--- config.mk ---
export PLATFORM = sky130hd
export DESIGN_NAME = uart_idle_rx
export DESIGN_NICKNAME = d
export VERILOG_FILES = /design/src/rtl/uirx_pkg.sv /design/src/rtl/uirx_sync.sv /design/src/rtl/uirx_framer.sv /design/src/rtl/uirx_idle.sv /design/src/rtl/uart_idle_rx.sv
export SDC_FILE = /design/constraint.sdc
export NUM_CORES = 1
export LEC_CHECK = 0
export ABC_AREA = 1
export CAP_MARGIN = 20
export CORE_ASPECT_RATIO = 0.8
export CORE_MARGIN = 1
export CORE_UTILIZATION = 55
export CTS_CLUSTER_SIZE = 10
export DETAILED_ROUTE_END_ITERATION = 16
export GPL_ROUTABILITY_DRIVEN = 0
export PLACE_DENSITY = 0.87
export SKIP_LAST_GASP = 1
export SLEW_MARGIN = 20
export SYNTH_ARGS = -nofsm -noshare
export SYNTH_HDL_FRONTEND = slang
export SYNTH_SLANG_ARGS = --single-unit
--- constraint.sdc ---
create_clock -name clk -period 2.4 [get_ports clk]
set_clock_uncertainty 0.1 [all_clocks]
set_input_delay 0.24 -clock clk [delete_from_list [all_inputs] [get_ports clk]]
set_output_delay 0.24 -clock clk [all_outputs]
set_load 0.05 [all_outputs]
--- src/rtl/uirx_pkg.sv ---
package uirx_pkg;

    localparam int OVS  = 16;
    localparam int CW   = $clog2(OVS);
    localparam int DMAX = 9;
    localparam int BW   = $clog2(DMAX + 1);
    localparam int IW   = 4;

    localparam int SMP_FIRST = OVS / 2 - 1;
    localparam int SMP_DEC   = OVS / 2 + 1;

    typedef enum logic [2:0] {
        ST_HUNT,
        ST_START,
        ST_DATA,
        ST_PAR,
        ST_STOP
    } rx_state_e;

    typedef struct packed {
        logic nine;
        logic par_en;
        logic par_odd;
    } char_cfg_t;

    typedef struct packed {
        logic start_ok;
        logic bit_evt;
        logic bit_val;
        logic hunt_one;
        logic done;
    } line_evt_t;

    typedef struct packed {
        logic [DMAX-1:0] data;
        logic            perr;
        logic            ferr;
    } char_t;

    function automatic logic maj3(input logic a, input logic b, input logic c);
        return (a & b) | (a & c) | (b & c);
    endfunction

    function automatic logic par_of(input logic [DMAX-1:0] d, input logic odd);
        return odd ? ~(^d) : (^d);
    endfunction

    // Idle threshold equals the number of bit times in one character.
    function automatic logic [IW-1:0] idle_thr(input char_cfg_t c);
        return IW'(DMAX + 1) + IW'(c.nine) + IW'(c.par_en);
    endfunction

endpackage

--- src/rtl/uirx_sync.sv ---
module uirx_sync (
    input  logic clk,
    input  logic rst,
    input  logic en,
    input  logic din,
    output logic dout
);
    logic meta;

    always_ff @(posedge clk) begin
        if (rst) begin
            meta <= 1'b1;
            dout <= 1'b1;
        end else if (en) begin
            meta <= din;
            dout <= meta;
        end
    end
endmodule

--- src/rtl/uirx_framer.sv ---
module uirx_framer
    import uirx_pkg::*;
(
    input  logic      clk,
    input  logic      rst,
    input  logic      tk,
    input  logic      rx,
    input  char_cfg_t cfg,
    output line_evt_t evt,
    output char_t     chr
);
    rx_state_e       st;
    logic [CW-1:0]   cnt;
    logic [BW-1:0]   idx;
    logic [1:0]      smp;
    logic [DMAX-1:0] shreg;
    logic            parbit;

    logic            vote, at_dec, at_end, in_win;
    logic [BW-1:0]   last_idx;
    logic [CW-1:0]   cnt_inc;
    logic [DMAX-1:0] data_al;

    always_comb begin
        vote     = maj3(smp[1], smp[0], rx);
        at_dec   = (cnt == CW'(SMP_DEC));
        at_end   = (cnt == CW'(OVS - 1));
        in_win   = (cnt >= CW'(SMP_FIRST)) && (cnt <= CW'(SMP_DEC));
        cnt_inc  = at_end ? '0 : cnt + 1'b1;
        last_idx = cfg.nine ? BW'(DMAX - 1) : BW'(DMAX - 2);
        data_al  = cfg.nine ? shreg : (shreg >> 1);
    end

    always_ff @(posedge clk) begin
        if (rst) begin
            st     <= ST_HUNT;
            cnt    <= '0;
            idx    <= '0;
            smp    <= '0;
            shreg  <= '0;
            parbit <= 1'b0;
        end else if (tk) begin
            if (st != ST_HUNT && in_win)
                smp <= {smp[0], rx};
            unique case (st)
                ST_HUNT: begin
                    if (!rx) begin
                        st  <= ST_START;
                        cnt <= CW'(1);
                    end else begin
                        cnt <= cnt_inc;
                    end
                end
                ST_START: begin
                    cnt <= cnt_inc;
                    if (at_dec && vote) begin
                        st  <= ST_HUNT;
                        cnt <= '0;
                    end else if (at_end) begin
                        st  <= ST_DATA;
                        idx <= '0;
                    end
                end
                ST_DATA: begin
                    cnt <= cnt_inc;
                    if (at_dec)
                        shreg <= {vote, shreg[DMAX-1:1]};
                    if (at_end) begin
                        if (idx == last_idx)
                            st <= cfg.par_en ? ST_PAR : ST_STOP;
                        else
                            idx <= idx + 1'b1;
                    end
                end
                ST_PAR: begin
                    cnt <= cnt_inc;
                    if (at_dec)
                        parbit <= vote;
                    if (at_end)
                        st <= ST_STOP;
                end
                ST_STOP: begin
                    cnt <= cnt_inc;
                    if (at_dec) begin
                        st  <= ST_HUNT;
                        cnt <= '0;
                    end
                end
                default: st <= ST_HUNT;
            endcase
        end
    end

    always_comb begin
        evt.start_ok = tk && (st == ST_START) && at_dec && !vote;
        evt.bit_evt  = tk && at_dec &&
                       (st == ST_DATA || st == ST_PAR || st == ST_STOP);
        evt.bit_val  = vote;
        evt.hunt_one = tk && (st == ST_HUNT) && rx && at_end;
        evt.done     = tk && (st == ST_STOP) && at_dec;
        chr.data     = data_al;
        chr.perr     = cfg.par_en && (parbit != par_of(data_al, cfg.par_odd));
        chr.ferr     = !vote;
    end

    // a confirmed start must come out of the start-check state
    assert_start_from_check_R1: assert property (@(posedge clk) disable iff (rst)
        evt.start_ok |=> (st == ST_START || st == ST_DATA));
endmodule

--- src/rtl/uirx_idle.sv ---
module uirx_idle
    import uirx_pkg::*;
(
    input  logic          clk,
    input  logic          rst,
    input  line_evt_t     evt,
    input  logic [IW-1:0] thr,
    input  logic          after_stop,
    input  logic          asleep,
    input  logic          clear,
    output logic          idle_pulse
);
    logic [IW-1:0] run, run_nxt;
    logic          armed, fire, ones_up;

    always_comb begin
        ones_up = 1'b0;
        run_nxt = run;
        if (clear || evt.start_ok) begin
            run_nxt = '0;
        end else if (evt.bit_evt) begin
            if (!evt.bit_val || (after_stop && !asleep))
                run_nxt = '0;
            else
                ones_up = 1'b1;
        end else if (evt.hunt_one) begin
            ones_up = 1'b1;
        end
        if (ones_up)
            run_nxt = (run >= thr) ? run : run + 1'b1;
        fire = ones_up && (run_nxt == thr) && (run != thr) && (armed || asleep);
    end

    always_ff @(posedge clk) begin
        if (rst) begin
            run        <= '0;
            armed      <= 1'b1;
            idle_pulse <= 1'b0;
        end else begin
            run        <= run_nxt;
            idle_pulse <= fire;
            if (evt.done)
                armed <= 1'b1;
            else if (fire)
                armed <= 1'b0;
        end
    end

    // idle is a single-cycle pulse
    assert_idle_single_R8: assert property (@(posedge clk) disable iff (rst)
        idle_pulse |=> !idle_pulse);

    // the framer never issues two counting events in one cycle
    assert_evt_exclusive_R6: assert property (@(posedge clk) disable iff (rst)
        $onehot0({evt.start_ok, evt.bit_evt, evt.hunt_one}));
endmodule

--- src/rtl/uart_idle_rx.sv ---
module uart_idle_rx
    import uirx_pkg::*;
(
    input  logic            clk,
    input  logic            rst,
    input  logic            en,
    input  logic            baud_tick,
    input  logic            rxd,
    input  logic            cfg_nine,
    input  logic            cfg_par_en,
    input  logic            cfg_par_odd,
    input  logic            cfg_idle_after_stop,
    input  logic            cfg_wake_en,
    output logic [DMAX-1:0] rx_data,
    output logic            rx_valid,
    output logic            rx_perr,
    output logic            rx_ferr,
    output logic            rx_idle
);
    char_cfg_t cfg;
    line_evt_t evt;
    char_t     chr;
    logic      rx_s, tk, wake_q, wake_rise, asleep;

    assign cfg       = '{nine: cfg_nine, par_en: cfg_par_en, par_odd: cfg_par_odd};
    assign tk        = en && baud_tick;
    assign wake_rise = cfg_wake_en && !wake_q;

    uirx_sync u_sync (
        .clk (clk),
        .rst (rst),
        .en  (en),
        .din (rxd),
        .dout(rx_s)
    );

    uirx_framer u_framer (
        .clk(clk),
        .rst(rst),
        .tk (tk),
        .rx (rx_s),
        .cfg(cfg),
        .evt(evt),
        .chr(chr)
    );

    uirx_idle u_idle (
        .clk       (clk),
        .rst       (rst),
        .evt       (evt),
        .thr       (idle_thr(cfg)),
        .after_stop(cfg_idle_after_stop),
        .asleep    (asleep),
        .clear     (wake_rise),
        .idle_pulse(rx_idle)
    );

    always_ff @(posedge clk) begin
        if (rst) begin
            wake_q   <= 1'b0;
            asleep   <= 1'b0;
            rx_valid <= 1'b0;
            rx_data  <= '0;
            rx_perr  <= 1'b0;
            rx_ferr  <= 1'b0;
        end else begin
            wake_q   <= cfg_wake_en;
            rx_valid <= evt.done && !asleep;
            if (evt.done && !asleep) begin
                rx_data <= chr.data;
                rx_perr <= chr.perr;
                rx_ferr <= chr.ferr;
            end
            if (wake_rise)
                asleep <= 1'b1;
            else if (!cfg_wake_en || rx_idle)
                asleep <= 1'b0;
        end
    end

    // no character is delivered while asleep
    assert_no_valid_asleep_R9: assert property (@(posedge clk) disable iff (rst)
        rx_valid |-> !$past(asleep));

    // valid is a single-cycle strobe
    assert_valid_single_R2: assert property (@(posedge clk) disable iff (rst)
        rx_valid |=> !rx_valid);

    // flags and data hold between delivered characters
    assert_flags_hold_R4: assert property (@(posedge clk) disable iff (rst)
        !rx_valid |-> ($stable(rx_ferr) && $stable(rx_perr) && $stable(rx_data)));
endmodule

* After elaboration in Yosys (flattened, before gate mapping)
Index checks and enable logic that the tools add are counted.
** Storage, ports and cells
- Logic and storage cells :: 128
- Flip-flop bits (word level) :: 45
- Input bits :: 10
- Output and inout bits :: 13
** Cells by class
- Bitwise operators :: 6
- $lt $le $gt $ge :: 3
- Equal/unequal tests :: 19
- Mux-type cells :: 33
- Reduce and logical (&&, ||, !) cells :: 45
- Add/sub/neg operators :: 5
** Operators with widths (number)
- 4-bit 2-to-1 mux :: 14
- 3-bit 2-to-1 mux :: 8
- 1-bit logical AND :: 21
- 4-bit one-hot mux with 4 select lines :: 1
- 3-bit one-hot mux with 5 select lines :: 1
- 4-bit by 1-bit adder with 4-bit output, second input constant :: 3
- 2-bit by 1-bit inequality test with 1-bit output, second input constant :: 5
- 9-bit 2-to-1 mux :: 1
- 9-bit XOR reduction :: 1
- 4-bit equality test :: 2
- 4-bit equality test, second input constant :: 2
- 4-bit one-hot mux with 2 select lines :: 1
- 1-bit 2-to-1 mux :: 7
- 7-bit AND reduction :: 1
- 3-bit by 2-bit equality test with 1-bit output, second input constant :: 2
- 1-bit logical OR :: 6
- 2-bit inequality test, second input constant :: 3
- 3-bit AND reduction :: 2
- 6-bit AND reduction :: 1
- 4-bit by 1-bit adder with 4-bit output :: 1
- 4-bit by 1-bit adder with 4-bit output, first input constant :: 1
- 4-bit by 3-bit >= comparator with 1-bit output, second input constant :: 1
- 4-bit >= comparator :: 1
- 4-bit less-or-equal comparator, second input constant :: 1
- 15 further kinds :: 24

* Logic depth before layout (Yosys ltp)
- Depth after elaboration :: 13
- Depth in mapped cells :: 17
- Mapped depth without buffers :: 17

* Cells and area by module
A second synthesis with hierarchy kept.
** Unflattened totals
- Cell total of the unflattened synthesis :: 456
- Area total of the unflattened synthesis :: 2884.0 um^2
** Modules (own cells, without submodules)
- uirx_framer :: sequential area each 460.4 um^2, cells each 265, instances 1, area each 1627.8 um^2
- uart_idle_rx :: sequential area each 280.3 um^2, cells each 92, instances 1, area each 624.3 um^2
- uirx_idle :: sequential area each 120.1 um^2, cells each 89, instances 1, area each 559.3 um^2
- uirx_sync :: sequential area each 40.0 um^2, cells each 10, instances 1, area each 72.6 um^2

* Least setup slack after synthesis
OpenSTA, ideal clock, no wires.
- Path kind :: input -> register
- Start point :: input port cfg_nine
- End point :: register u_idle.armed
- Data arrival time :: 1.786 ns
- Required time :: 2.185 ns
- Library setup time :: 0.115 ns
- Setup slack :: 0.399 ns
- Stages on the path :: 17
- Cell sequence :: ha_1 > inv_1 > ha_1 > nand2_1 > nor2_1 > nor2_1 > nand2_1 > nor2_1 > nand2_1 > nand2_1 > nand3_1 > nand2_1 > nand2_1 > nor2_1 > nand3_1 > nand2_1 > nand2_1
** On the way
- Cells in the longest elaborated chain, start to end :: 9
** Ends and longest elaborated chain
- start: declaration :: line uart_idle_rx.sv:9 : input logic cfg_nine,
- 4-bit by 1-bit adder with 4-bit output (*) (2 in series) :: line uirx_pkg.sv:50 : return IW'(DMAX + 1) + IW'(c.nine) + IW'(c.par_en);
- 4-bit >= comparator :: line uirx_idle.sv:30 : run_nxt = (run >= thr) ? run : run + 1'b1;
- 4-bit 2-to-1 mux :: line uirx_idle.sv:30
- 4-bit 2-to-1 mux :: line uirx_idle.sv:29 : if (ones_up)
- 4-bit equality test :: line uirx_idle.sv:31 : fire = ones_up && (run_nxt == thr) && (run != thr) && (armed || asleep);
- 1-bit logical AND :: line uirx_idle.sv:31
- 1-bit logical AND (*) (2 in series) :: line uirx_idle.sv:31
- end signal: assignment :: line uirx_idle.sv:37 : armed <= 1'b1;
- end signal: assignment :: line uirx_idle.sv:43 : armed <= 1'b1;
- end signal: assignment :: line uirx_idle.sv:45 : armed <= 1'b0;
- end: declaration :: line uirx_idle.sv:14 : logic armed, fire, ones_up;
Every way passes the cells marked *; elsewhere a longest branch is shown, timed or not.
A chain may end at the register's enable or synchronous reset.

* Worst setup path after layout
- Start point :: register u_framer.cnt[0]
- End point :: register u_idle.armed
** On the way
- Cells in the longest elaborated chain, start to end :: 10
** Ends and longest elaborated chain
- start: declaration :: line uirx_framer.sv:13 : logic [CW-1:0] cnt;
- start signal: assignment :: line uirx_framer.sv:51 : cnt <= cnt_inc;
- start signal: assignment :: line uirx_framer.sv:55 : cnt <= cnt_inc;
- start signal: assignment :: line uirx_framer.sv:65 : cnt <= cnt_inc;
- 4-bit equality test (on tied branches) :: line uirx_framer.sv:27, uirx_framer.sv:26
- 1-bit logical AND (on tied branches) :: line uirx_framer.sv:99, uirx_framer.sv:95, uirx_framer.sv:96
- 1-bit 2-to-1 mux (tied with other cells) :: line uirx_idle.sv:26 : end else if (evt.hunt_one) begin
- 1-bit 2-to-1 mux (tied with other cells) :: line uirx_idle.sv:21 : end else if (evt.bit_evt) begin
- 1-bit 2-to-1 mux / 4-bit 2-to-1 mux (equally long branches) :: line uirx_idle.sv:19 : if (clear || evt.start_ok) begin
- 4-bit 2-to-1 mux :: line uirx_idle.sv:29
- 4-bit equality test :: line uirx_idle.sv:31
- 1-bit logical AND (3 in series) :: line uirx_idle.sv:31
Parallel ways exist; a longest one is shown, timed or not.

==> metrics.md <==
| Metric | Value |
|---|---|
| Status | complete, no violations |
| Setup TNS | 0 ns |
| VDD IR max | 0.3897 mV |
| Worst R2R End | u_idle.armed$_SDFFE_PP1P_ |
| Cell Int Power | 0.001154 W |
| Flop2flop setup slack | 0.30 ns |
| Total wire length | 5850 um |
| Post-Layout Inst Area | 3166 sq um |
| WL/cell | 12.14 um |
| Critical Path End | u_idle.armed$_SDFFE_PP1P_ |
| Slowest CP cell | dfxtp_1 |
| Final HPWL DP | 4193 um |
| Largest net degree at the start of global routing | 25 |
| Avg Inst Size Synth | 6.886 sq um |
| RSZ-0062 raised after global routing | no |
| Vias in the first global route | 2307 |
| Asr flop ratio synth | 0% |
| # diodes | 0 |
| CP dominant cell by count | nand2_1 |
| Cell Area, Placed | 3017 sq um |
| Row Count | 22 |
| First-pass GRT wire length | 9756 um |
| Total clock sinks | 45 |
| Latest clock arrival within the worst-skew pair | 0.30 ns |
| PwrDens | 495.5 nW/um^2 |
| Reg2reg start | u_framer.cnt[0]$_SDFFE_PP0P_ |
| Register area share after synthesis | 33.63% |
| Worst Setup SP | u_framer.cnt[0]$_SDFFE_PP0P_ |
| Share of layout cells above drive strength 1 | 15.17% |
| Core area | 4624 sq um |
| DR DRC count | 0 |
| Vias per cell | 5.336 |
| Slew headroom | 65.38% |
| Final nets | 440 |
| Maximum fanout along the worst path | 8 |
| Total leakage power | 1.425 nW |
| Crit path DAT | 2.20 ns |
| Period minus WS final | 2.097 ns |
| Ys flop type | dfxtp_1 |
| Routed via count | 2572 |
| Place WS | -0.2597 ns |
| Antenna-violating nets left | 0 |
| Worst-margin pin slew | 0.5193 ns |
| CTS tree | yes |
| CP required | 2.50 ns |
| Type of origin of the critical path | flip-flop |
| Synth-to-layout area growth | 18.17% |
| Tcrit/Tclk final | 87.38% |
| Drt pass-1 iters | 5 |
| Die span in y | 64.42 um |
| Syn Nets | 408 |
| Total gr overflow | 0 |
| Power share of the clock group | 36.5% |
| Hold Buf Count CTS | 0 |
| GRT Max-Usage Layer | met2 |
| CP endpoint kind | flip-flop |
| Max Fclk | 476.9 MHz |
| Total CTS buffers | 5 |
| Syn Std Cell Area | 2679 sq um |
| Fin util | 68.45% |
| Buffers on Ports | 22 |
| Initial Utilization | 57.93% |
| Ys Warns | 0 |
| # setup viols final | 0 |
| Clock root cell | clkbuf_8 |
| Met3 Track Usage GR | 4.507% |
| Maximum clock insertion buffer count | 2 |
| Initial antenna violation count | 0 |
| FF-to-FF path depth | 14 |
| Post-synth EDFFs | 0 |
| Net switching power | 0.0004146 W |
| Synth unique cells | 41 |
| Final-report hold violation count | 0 |
| Grt met1 use | 30.77% |
| Slew Limit Fails | 0 |
| Clock transition at path regs | 0.08 ns |
| CTS H-tree depth | 2 |
| I/O pins | 23 |
| CP peak stage delay | 0.45 ns |
| Critical path class | reg2reg |
| Sequential share of power | 49.3% |
| DRT iter0 DRCs | 138 |
| Switching Share | 26.43% |
| Die Area | 5155 sq um |
| Tot GR Track Use | 24.10% |
| Comb pwr share | 14.2% |
| Max cap viols | 0 |
| Cells after synthesis | 389 |
| Worst setup margin | 0.3029 ns |
| Die width | 80.03 um |
| Hold Crit Class | in2reg |
| Worst-path cell chain | ha_1 > nand3_4 > nor2_8 > nand3_2 > nand2_4 > nor2_8 > inv_2 > o21ai_2 > nand2_1 > nand2_1 > nand2_1 > nand3_1 > nand2_1 > nand2_1 |
| Flops & latches, synth | 45 |
| M2 GR Usage | 39.74% |
==> worst min path at each step <==
stage | start | end | slack, ns | cells after the start
finish | cfg_par_en | u_framer.st[1]$_SDFFE_PP0P_ | 0.34 | 4
global route | cfg_par_en | u_framer.st[1]$_SDFFE_PP0P_ | 0.35 | 4
CTS | rx_ferr$_SDFFE_PP0P_ | rx_ferr$_SDFFE_PP0P_ | 0.35 | 2
detailed placement | u_idle.armed$_SDFFE_PP1P_ | u_idle.armed$_SDFFE_PP1P_ | 0.33 | 2
global placement | u_idle.armed$_SDFFE_PP1P_ | u_idle.armed$_SDFFE_PP1P_ | 0.33 | 2
floorplan | en | u_sync.meta$_SDFFE_PP1P_ | 0.24 | 1
==> power by group through the flow <==
stage	Sequential (W)	Clock [W]	Combinational, W
after floorplan	0.000787	0	0.000164
after global placement	0.000790	0	0.000212
after detailed placement	0.000791	0	0.000220
after CTS	0.000774	0.000584	0.000221
after global routing	0.000776	0.000616	0.000250
final	0.000774	0.000572	0.000223
==> sequential cells by signal, indices dropped and copies added, names as in the netlist, 2 cells and up <==
signal / count
rx_data: 9
u_framer.shreg: 9
u_framer.st: 3
u_framer.cnt: 4
u_idle.run: 4
u_framer.idx: 4
u_framer.smp: 2
==> synthesized netlist by cell type (3+ instances only) <==
cell	n	area, sq um
nand3_2	4	40.04
nand2_2	8	50.05
xor2_1	3	26.28
nand3_1	23	115.1
a21oi_1	40	200.2
inv_2	7	26.28
nand2_1	86	322.8
ha_1	9	112.6
nand2_4	4	45.04
nor2_2	3	18.77
inv_1	51	191.4
nand4_1	4	25.02
o21ai_1	7	35.03
xnor2_1	3	26.28
nor2_1	24	90.09
clkbuf_1	6	22.52
or2_0	4	25.02
dfxtp_1	45	900.9
or2_2	4	25.02
o21ai_0	28	140.1
==> through the flow <==
step | std cells | hold WS, ns | total power (W)
2_1_floorplan | 389 | 0.2404 | 0.0009511
4_1_cts | 481 | 0.3515 | 0.001578
6_report | 482 | 0.3394 | 0.001568
3_5_place_dp | 473 | 0.3339 | 0.001011
3_3_place_gp | 473 | 0.3274 | 0.001002
5_1_grt | 482 | 0.3516 | 0.001641
==> worst max-delay path, delay by kind of cell (launching register included) <==
| kind | cells | cell delay (ns) |
|---|---|---|
| fa+ha+maj | 1 | 0.24 |
| flops | 1 | 0.45 |
| simple gates | 11 | 1.10 |
| compound gates | 1 | 0.05 |
| buf+inv | 1 | 0.06 |
==> area by class of cell <==
class                   instances  area [sq um]
clock buffers                   6         72.57
clock inverters                 2         38.79
fillers                       371          1459
inverters                      58         217.7
multi-input cells             276          1538
flip-flops and latches         45         900.9
well taps                      60         75.07
repair buffers                 35         322.8
==> layer usage <==
layer	share of wire, %	vias to the layer above
met5	0	-
met4	1.7	0
met3	4.7	11
met2	47	67
met1	46	1173
li1	-	1321
==> cells by family after synthesis <==
family                   Yosys count  synth area share (%)
XOR/XNOR                           6                 1.962
adder cells (fa/ha/maj)            9                 4.204
flip-flops                        45                 33.63
buffers and inverters             68                 9.902
AO/OA/AOI/OAI                     85                 17.24
AND/OR/NAND/NOR                  176                 33.07
==> cells in the final DEF, fill, tap and decap left out, drive strengths merged <==
master,n
a21o,1
nand3b,2
nor4,1
a31oi,1
o22ai,1
nor3,3
dfxtp,45
a21oi,40
nand4,4
ha,9
nor2,30
a221oi,2
clkdlybuf4s50,20
bufinv,1
o21ai,37
a211oi,1
buf,13
and3,1
clkinv,1
clkbuf,6
or2,9
o41ai,1
nand2,98
xor2,3
nand3,28
xnor2,3
dlymetal6s2s,2
a311oi,1
inv,58
==> timing repair <==
action                     4_1_cts  5_1_grt
buffers inserted                 0        1
setup endpoints to repair        0        3
gates resized for setup          0       10
No activity file was read; power rests on OpenSTA's default activity.
